**src/rtl/irq_vc_pkg.sv**
```systemverilog
package irq_vc_pkg;
  localparam int unsigned ADDR_W = 10;
  localparam int unsigned DATA_W = 32;

  localparam logic [ADDR_W-1:0] OFF_SRST  = 10'h000;
  localparam logic [ADDR_W-1:0] OFF_GEN   = 10'h008;
  localparam logic [ADDR_W-1:0] OFF_ENLO  = 10'h010;
  localparam logic [ADDR_W-1:0] OFF_ENHI  = 10'h018;
  localparam logic [ADDR_W-1:0] OFF_DSLO  = 10'h020;
  localparam logic [ADDR_W-1:0] OFF_DSHI  = 10'h028;
  localparam logic [ADDR_W-1:0] OFF_VEC   = 10'h030;
  localparam logic [ADDR_W-1:0] OFF_EOI   = 10'h038;

  localparam int unsigned SETUP_SEL_BIT = 9;
  localparam int unsigned SETUP_EDGE_BIT = 8;
endpackage

```
**src/rtl/irq_vc_capture.sv**
```systemverilog
module irq_vc_capture #(
  parameter int unsigned N_SRC  = 64,
  parameter int unsigned STAGES = 2
) (
  input  logic             clk,
  input  logic             rst_n,
  input  logic             clr,
  input  logic [N_SRC-1:0] raw,
  input  logic [N_SRC-1:0] edge_mode,
  output logic [N_SRC-1:0] pending
);
  logic [N_SRC-1:0] sync_q [STAGES];
  logic [N_SRC-1:0] prev_q;
  logic [N_SRC-1:0] lat_q, lat_d;
  logic [N_SRC-1:0] line_s;

  for (genvar g = 0; g < STAGES; g++) begin : g_sync
    if (g == 0) begin : g_first
      always_ff @(posedge clk or negedge rst_n) begin
        if (!rst_n) sync_q[g] <= '0;
        else        sync_q[g] <= raw;
      end
    end else begin : g_next
      always_ff @(posedge clk or negedge rst_n) begin
        if (!rst_n) sync_q[g] <= '0;
        else        sync_q[g] <= sync_q[g-1];
      end
    end
  end

  assign line_s = sync_q[STAGES-1];

  always_comb begin
    if (clr) lat_d = '0;
    else     lat_d = (lat_q | (line_s & ~prev_q)) & edge_mode;
  end

  always_ff @(posedge clk or negedge rst_n) begin
    if (!rst_n) begin
      prev_q <= '0;
      lat_q  <= '0;
    end else begin
      prev_q <= line_s;
      lat_q  <= lat_d;
    end
  end

  assign pending = (edge_mode & lat_q) | (~edge_mode & line_s);
endmodule

```
**src/rtl/irq_vc_select.sv**
```systemverilog
module irq_vc_select #(
  parameter int unsigned N_SRC  = 64,
  parameter int unsigned PRIO_W = 4,
  localparam int unsigned IDX_W = $clog2(N_SRC)
) (
  input  logic [N_SRC-1:0]  cand,
  input  logic [PRIO_W-1:0] prio [N_SRC],
  output logic              valid,
  output logic [IDX_W-1:0]  idx,
  output logic [PRIO_W-1:0] best
);
  always_comb begin
    valid = 1'b0;
    idx   = '0;
    best  = '0;
    for (int i = N_SRC - 1; i >= 0; i--) begin
      if (cand[i] && (!valid || prio[i] >= best)) begin
        valid = 1'b1;
        idx   = IDX_W'(i);
        best  = prio[i];
      end
    end
  end
endmodule

```
**src/rtl/irq_vc_service.sv**
```systemverilog
module irq_vc_service #(
  parameter int unsigned PRIO_W = 4,
  localparam int unsigned LVLS = 1 << PRIO_W
) (
  input  logic              clk,
  input  logic              rst_n,
  input  logic              clr,
  input  logic              take,
  input  logic [PRIO_W-1:0] take_prio,
  input  logic              done,
  output logic              busy,
  output logic [PRIO_W-1:0] top,
  output logic [LVLS-1:0]   map
);
  logic [LVLS-1:0] map_d;

  always_comb begin
    busy = 1'b0;
    top  = '0;
    for (int l = 0; l < LVLS; l++) begin
      if (map[l]) begin
        busy = 1'b1;
        top  = PRIO_W'(l);
      end
    end
  end

  always_comb begin
    map_d = map;
    if (done && busy) map_d[top] = 1'b0;
    if (take)         map_d[take_prio] = 1'b1;
    if (clr)          map_d = '0;
  end

  always_ff @(posedge clk or negedge rst_n) begin
    if (!rst_n) map <= '0;
    else        map <= map_d;
  end
endmodule

```
**src/rtl/irq_vec_ctrl.sv**
```systemverilog
module irq_vec_ctrl
  import irq_vc_pkg::*;
#(
  parameter int unsigned N_SRC  = 64,
  parameter int unsigned PRIO_W = 4,
  parameter int unsigned STAGES = 2
) (
  input  logic              clk,
  input  logic              rst_n,
  input  logic [N_SRC-1:0]  irq_lines,
  input  logic [ADDR_W-1:0] reg_addr,
  input  logic              reg_wr,
  input  logic              reg_rd,
  input  logic [DATA_W-1:0] reg_wdata,
  output logic [DATA_W-1:0] reg_rdata,
  output logic              irq_out
);
  localparam int unsigned BANK  = 32;
  localparam int unsigned IDX_W = $clog2(N_SRC);
  localparam int unsigned VEC_W = IDX_W + 1;
  localparam int unsigned LVLS  = 1 << PRIO_W;
  localparam logic [VEC_W-1:0] VEC_NONE = VEC_W'(N_SRC);

  // reset: async assert, sync release
  logic [1:0] rs_q;
  logic       rst_int_n;
  always_ff @(posedge clk or negedge rst_n) begin
    if (!rst_n) rs_q <= 2'b00;
    else        rs_q <= {rs_q[0], 1'b1};
  end
  assign rst_int_n = rs_q[1];

  // configuration state
  logic [N_SRC-1:0]  mask_q, mask_d;
  logic [N_SRC-1:0]  edge_q, edge_d;
  logic [PRIO_W-1:0] prio_q [N_SRC];
  logic [PRIO_W-1:0] prio_d [N_SRC];
  logic              gen_q, gen_d;

  logic              soft_rst, eoi_wr, vec_rd, setup_hit;
  logic [IDX_W-1:0]  setup_idx;
  logic [N_SRC-1:0]  pending, cand;
  logic              sel_valid, present;
  logic [IDX_W-1:0]  sel_idx;
  logic [PRIO_W-1:0] sel_prio;
  logic              svc_busy, take;
  logic [PRIO_W-1:0] svc_top;
  logic [LVLS-1:0]   svc_map;
  logic [VEC_W-1:0]  vec_num;

  assign soft_rst  = reg_wr && (reg_addr == OFF_SRST) && reg_wdata[0];
  assign eoi_wr    = reg_wr && (reg_addr == OFF_EOI);
  assign vec_rd    = reg_rd && (reg_addr == OFF_VEC);
  assign setup_hit = reg_addr[SETUP_SEL_BIT];
  assign setup_idx = reg_addr[IDX_W+2:3];

  always_comb begin
    mask_d = mask_q;
    edge_d = edge_q;
    gen_d  = gen_q;
    for (int i = 0; i < N_SRC; i++) prio_d[i] = prio_q[i];
    if (reg_wr) begin
      if (setup_hit) begin
        edge_d[setup_idx] = reg_wdata[SETUP_EDGE_BIT];
        prio_d[setup_idx] = reg_wdata[PRIO_W-1:0];
      end else begin
        case (reg_addr)
          OFF_GEN:  gen_d = reg_wdata[0];
          OFF_ENLO: mask_d[BANK-1:0]     = mask_q[BANK-1:0] | reg_wdata;
          OFF_ENHI: mask_d[N_SRC-1:BANK] = mask_q[N_SRC-1:BANK] | reg_wdata;
          OFF_DSLO: mask_d[BANK-1:0]     = mask_q[BANK-1:0] & ~reg_wdata;
          OFF_DSHI: mask_d[N_SRC-1:BANK] = mask_q[N_SRC-1:BANK] & ~reg_wdata;
          default: ;
        endcase
      end
    end
    if (soft_rst) begin
      mask_d = '0;
      edge_d = '0;
      gen_d  = 1'b0;
      for (int i = 0; i < N_SRC; i++) prio_d[i] = '0;
    end
  end

  always_ff @(posedge clk or negedge rst_int_n) begin
    if (!rst_int_n) begin
      mask_q <= '0;
      edge_q <= '0;
      gen_q  <= 1'b0;
      for (int i = 0; i < N_SRC; i++) prio_q[i] <= '0;
    end else begin
      mask_q <= mask_d;
      edge_q <= edge_d;
      gen_q  <= gen_d;
      for (int i = 0; i < N_SRC; i++) prio_q[i] <= prio_d[i];
    end
  end

  irq_vc_capture #(.N_SRC(N_SRC), .STAGES(STAGES)) u_capture (
    .clk       (clk),
    .rst_n     (rst_int_n),
    .clr       (soft_rst),
    .raw       (irq_lines),
    .edge_mode (edge_q),
    .pending   (pending)
  );

  assign cand = pending & mask_q;

  irq_vc_select #(.N_SRC(N_SRC), .PRIO_W(PRIO_W)) u_select (
    .cand  (cand),
    .prio  (prio_q),
    .valid (sel_valid),
    .idx   (sel_idx),
    .best  (sel_prio)
  );

  assign present = sel_valid && (!svc_busy || (sel_prio > svc_top));
  assign vec_num = present ? {1'b0, sel_idx} : VEC_NONE;
  assign take    = vec_rd && present && !soft_rst;

  irq_vc_service #(.PRIO_W(PRIO_W)) u_service (
    .clk       (clk),
    .rst_n     (rst_int_n),
    .clr       (soft_rst),
    .take      (take),
    .take_prio (sel_prio),
    .done      (eoi_wr),
    .busy      (svc_busy),
    .top       (svc_top),
    .map       (svc_map)
  );

  assign irq_out = gen_q && present;

  always_comb begin
    reg_rdata = '0;
    if (setup_hit) begin
      reg_rdata[PRIO_W-1:0]     = prio_q[setup_idx];
      reg_rdata[SETUP_EDGE_BIT] = edge_q[setup_idx];
    end else begin
      case (reg_addr)
        OFF_GEN:            reg_rdata[0] = gen_q;
        OFF_ENLO, OFF_DSLO: reg_rdata = mask_q[BANK-1:0];
        OFF_ENHI, OFF_DSHI: reg_rdata = mask_q[N_SRC-1:BANK];
        OFF_VEC:            reg_rdata = DATA_W'(vec_num);
        default:            reg_rdata = '0;
      endcase
    end
  end
endmodule

```
**config.mk**
```make
export PLATFORM = sky130hd
export DESIGN_NAME = irq_vec_ctrl
export DESIGN_NICKNAME = d
export VERILOG_FILES = /design/src/rtl/irq_vc_pkg.sv /design/src/rtl/irq_vc_capture.sv /design/src/rtl/irq_vc_select.sv /design/src/rtl/irq_vc_service.sv /design/src/rtl/irq_vec_ctrl.sv
export SDC_FILE = /design/constraint.sdc
export NUM_CORES = 2
export LEC_CHECK = 0
export BUFFER_PORTS_ARGS = -buffer_cell sky130_fd_sc_hd__buf_2
export CORE_MARGIN = 5
export CORE_UTILIZATION = 40
export DETAILED_ROUTE_END_ITERATION = 16
export GPL_TIMING_DRIVEN = 1
export PLACE_DENSITY_LB_ADDON = 0.15
export SETUP_SLACK_MARGIN = 0.05
export SLEW_MARGIN = 15
export SYNTH_ARGS = -nofsm -noshare
export SYNTH_HDL_FRONTEND = slang
export SYNTH_SLANG_ARGS = --single-unit
export TNS_END_PERCENT = 5
```
**constraint.sdc**
```tcl
create_clock -name clk -period 115.9 [get_ports clk]
set_input_delay 11.59 -clock clk [delete_from_list [all_inputs] [get_ports clk]]
set_output_delay 11.59 -clock clk [all_outputs]
set_load 0.005 [all_outputs]
```
==> metrics.log <==
INFO  metric status = complete, no violations
INFO  metric grt_usage = 28.5%
INFO  metric max_stage_delay = 0.55 ns
INFO  metric floorplan.die_area = 0.105 mm2
INFO  metric synthesized_net_count = 4690
INFO  metric mappedNetlistArea = 0.0393 mm2
INFO  metric drt-total-wl = 153000 um
INFO  metric ys_warn_count = 0
INFO  metric path_common_cell = sky130_fd_sc_hd__ha_1
INFO  metric grt_first_pass_wirelength = 226000 um
INFO  metric synth_enable_flop_cells = 0
INFO  metric final_area = 0.0469 mm2
INFO  metric routedWlPerCell = 25.1 um
INFO  metric data_required_time_of_the_critical_path = 104.31 ns
INFO  metric timing.fmax = 9.12 MHz
INFO  metric drv.max_cap_violation_count = 0
INFO  metric design.final.nets = 5061
INFO  metric synth_area_per_cell = 8.97 um2
INFO  metric area_growth_synth_to_finish = 19.4%
INFO  metric cts.path.max_buffers = 3
INFO  metric grt-ovfl-total = 0
INFO  metric worstSetupPathType = flip-flop to output pin
INFO  metric die_width = 323 um
INFO  metric cts_num_sinks = 659
INFO  metric synth_ff_type = sky130_fd_sc_hd__dfrtp_1
INFO  metric setup_viol_count_final = 0
INFO  metric detail_route.first_pass.iterations = 6
INFO  metric finish.utilization = 47.9%
INFO  metric syn-instance-count = 4380
INFO  metric clk_pin_slew_worst_paths = 0.06 ns
INFO  metric startpoint_type = flip-flop
INFO  metric layout.cells.most_common = sky130_fd_sc_hd__dfrtp_1
INFO  metric core_region_area = 0.0980 mm2
INFO  metric remaining_drc_errors = 0
INFO  metric drt-vias-per-instance = 5.97
INFO  metric synth_sequential_area_ratio = 42.0%
INFO  metric gp_congestion = 0.954
INFO  metric crit_path_max_fanout = 12
INFO  metric grt_pass1_vias = 34600
INFO  metric tns = 0 ns
INFO  metric power_leakage = 20.9 nW
INFO  metric postSynthRegisterBits = 659
INFO  metric antenna_found_initial = 15
INFO  metric worst_max_slew_margin_expressed_relative_to_the_limit = 22.8%
INFO  metric worstSkewPairLatency = 0.67 ns
INFO  metric postPlaceCellArea = 0.0432 mm2
INFO  metric worst_setup_path_end_kind = output pin
INFO  metric hold_buffers = 0
INFO  metric clock-skew-final = 0.0276 ns
INFO  metric cts_made_buffers = 78
INFO  metric critPathSlowestCell = sky130_fd_sc_hd__a2111oi_1
INFO  metric finalHoldViolCount = 0
INFO  metric finalCritPeriodShare = 94.6%
INFO  metric cellPowerDensity = 14.1 mW/mm2
INFO  metric layout.filler_cells = 9389
INFO  metric max-vdd-ir-drop = 0.0000121 V
INFO  metric die-height = 323 um
INFO  metric final.min_clock_period = 109.61 ns
INFO  metric timing.final.max_slew_violations = 0
INFO  metric std_cell_rows = 115
INFO  metric post-layout-total-power = 0.660 mW
INFO  metric design.portCount = 143
INFO  metric worst_ep_arrival = 98.02 ns
INFO  metric htreeDepth = 3
INFO  metric port-buffer-count = 142
INFO  metric hpwl = 112000 um
INFO  metric async_flop_share = 100%
INFO  metric route.antenna.remaining_nets = 0
INFO  metric layout.cells.most_common_list = sky130_fd_sc_hd__dfrtp_1, sky130_fd_sc_hd__nand2_1, sky130_fd_sc_hd__o21ai_0
INFO  metric vias = 36500
INFO  metric grt_start_max_net_pins = 138
INFO  metric clockRootBuffer = sky130_fd_sc_hd__clkbuf_16
INFO  metric ff2ff_setup_slack = 18.82 ns
INFO  metric worst_slew_pin_slew = 1.16 ns
INFO  metric finalHoldWorstSlack = 0.341 ns
INFO  metric drt_first_iter_violations = 3728
INFO  metric synthDistinctLibCells = 104
INFO  metric layout-drive-gt1-share = 17.7%
INFO  metric tritoncts = built
INFO  metric initial_utilization = 40.1%
INFO  metric hold_path_class = flip-flop to flip-flop
==> Yosys cell counts (9+ instances only) <==
cell / n / area (um2)
sky130_fd_sc_hd__dfrtp_1: 659 / 16500
sky130_fd_sc_hd__nand2_1: 606 / 2270
sky130_fd_sc_hd__o21ai_0: 486 / 2430
sky130_fd_sc_hd__nor2_1: 303 / 1140
sky130_fd_sc_hd__ha_1: 200 / 2500
sky130_fd_sc_hd__a22o_1: 184 / 1610
sky130_fd_sc_hd__inv_1: 181 / 679
sky130_fd_sc_hd__a21oi_1: 178 / 891
sky130_fd_sc_hd__clkbuf_1: 133 / 499
sky130_fd_sc_hd__nor2b_1: 132 / 826
sky130_fd_sc_hd__a22oi_1: 107 / 803
sky130_fd_sc_hd__nand2b_1: 103 / 644
sky130_fd_sc_hd__and2_1: 72 / 450
sky130_fd_sc_hd__nor3_1: 72 / 360
sky130_fd_sc_hd__mux2i_1: 66 / 661
sky130_fd_sc_hd__a21o_1: 65 / 488
sky130_fd_sc_hd__mux2_2: 65 / 732
sky130_fd_sc_hd__nand3_1: 58 / 290
sky130_fd_sc_hd__a31oi_1: 51 / 319
sky130_fd_sc_hd__o21a_1: 50 / 375
sky130_fd_sc_hd__o211ai_1: 47 / 353
sky130_fd_sc_hd__o31ai_1: 44 / 330
sky130_fd_sc_hd__or2_2: 37 / 231
sky130_fd_sc_hd__a221oi_1: 32 / 280
sky130_fd_sc_hd__nand4_1: 28 / 175
sky130_fd_sc_hd__o21bai_1: 27 / 203
sky130_fd_sc_hd__a211oi_1: 22 / 165
sky130_fd_sc_hd__buf_1: 22 / 82.6
sky130_fd_sc_hd__and3_1: 21 / 131
sky130_fd_sc_hd__nor4_1: 19 / 119
sky130_fd_sc_hd__or3_1: 18 / 113
sky130_fd_sc_hd__o22ai_1: 16 / 100
sky130_fd_sc_hd__a211o_1: 13 / 114
sky130_fd_sc_hd__a21boi_0: 13 / 97.6
sky130_fd_sc_hd__nor3b_1: 12 / 90.1
sky130_fd_sc_hd__o21ai_1: 12 / 60.1
sky130_fd_sc_hd__o31a_1: 10 / 87.6
sky130_fd_sc_hd__a311oi_1: 9 / 78.8
sky130_fd_sc_hd__a41oi_1: 9 / 78.8
sky130_fd_sc_hd__o2111ai_1: 9 / 78.8
sky130_fd_sc_hd__o221ai_1: 9 / 78.8
sky130_fd_sc_hd__o311a_1: 9 / 90.1
==> metrics by stage <==
step	setup WS [ns]	instances
global placement	1.45	5917
global route	-0.386	6100
finish	6.29	6108
floorplan	10.70	4380
detailed placement	0.131	5917
CTS	0.188	6059
==> registers in the layout, summed over array words and instances (netlist names) <==
| register | count |
|---|---|
| prio_q | 256 |
| edge_q | 64 |
| mask_q | 64 |
| u_capture.lat_q | 64 |
| u_capture.line_s | 64 |
| u_capture.prev_q | 64 |
| u_capture.sync_q | 64 |
| u_service.map | 16 |
| rs_q | 2 |
| gen_q | 1 |
==> area by class of cell <==
class / instances / area [um2] / area share [%]
clock inverters: 36 / 477 / 1.02
multi-input cells: 3382 / 22400 / 47.7
clock buffers: 106 / 2220 / 4.73
well taps: 1287 / 1610 / 3.43
diodes: 8 / 20.0 / 0.0427
repair buffers: 447 / 3030 / 6.45
inverters: 183 / 687 / 1.46
flip-flops and latches: 659 / 16500 / 35.2
==> report_power, final <==
group | leakage [nW] | total [mW] | switching, mW | internal, mW
registers | 8.64 | 0.264 | 0.0200 | 0.244
clock network | 1.32 | 0.259 | 0.105 | 0.153
logic | 10.9 | 0.137 | 0.0782 | 0.0592
==> critical path, delay by kind of cell (launching register included) <==
kind / cells / cell delay, ns
buf+inv: 43 / 5.30
flops: 1 / 0.40
compound gates: 232 / 45.98
simple gates: 165 / 23.94
mux: 10 / 3.23
fa+ha+maj: 68 / 18.39
==> routing by layer <==
metal	part of all wire (%)	track usage (%)
met2	43	43.0
met5	0.077	0
met3	8.6	5.56
met1	46	41.8
met4	2.6	7.89
==> timing repair <==
action	4_1_cts	5_1_grt
gates resized for setup	6	153
setup buffers	0	39
gates cloned	0	2
setup endpoints to repair	4	8
pin swaps	0	36
hold endpoints to repair	0	0
==> worst paths after layout <==
path	from	end	depth (start not counted)
max in group asynchronous	rst_n	rs_q[1]	1
worst min register to register	u_capture.sync_q[94]	u_capture.line_s[30]	0
worst max register to register	edge_q[63]	u_service.map[3]	516
min in group asynchronous	rs_q[1]	mask_q[23]	0
worst max-delay path	edge_q[63]	reg_rdata[4]	518
worst min-delay path	u_capture.sync_q[94]	u_capture.line_s[30]	0
==> cell families (layout without fill, tap and decap cells) <==
kind of cell | count (synthesis) | count (layout) | share of synthesized area (%)
other cells | 1 | 9 | 0.00955
simple gates | 1522 | 1522 | 18.3
flops | 659 | 659 | 42.0
compound gates | 1518 | 1520 | 26.2
mux | 135 | 135 | 3.73
buf+inv | 341 | 772 | 3.27
fa+ha+maj | 204 | 204 | 6.47
No activity file was read; power rests on OpenSTA's default activity.
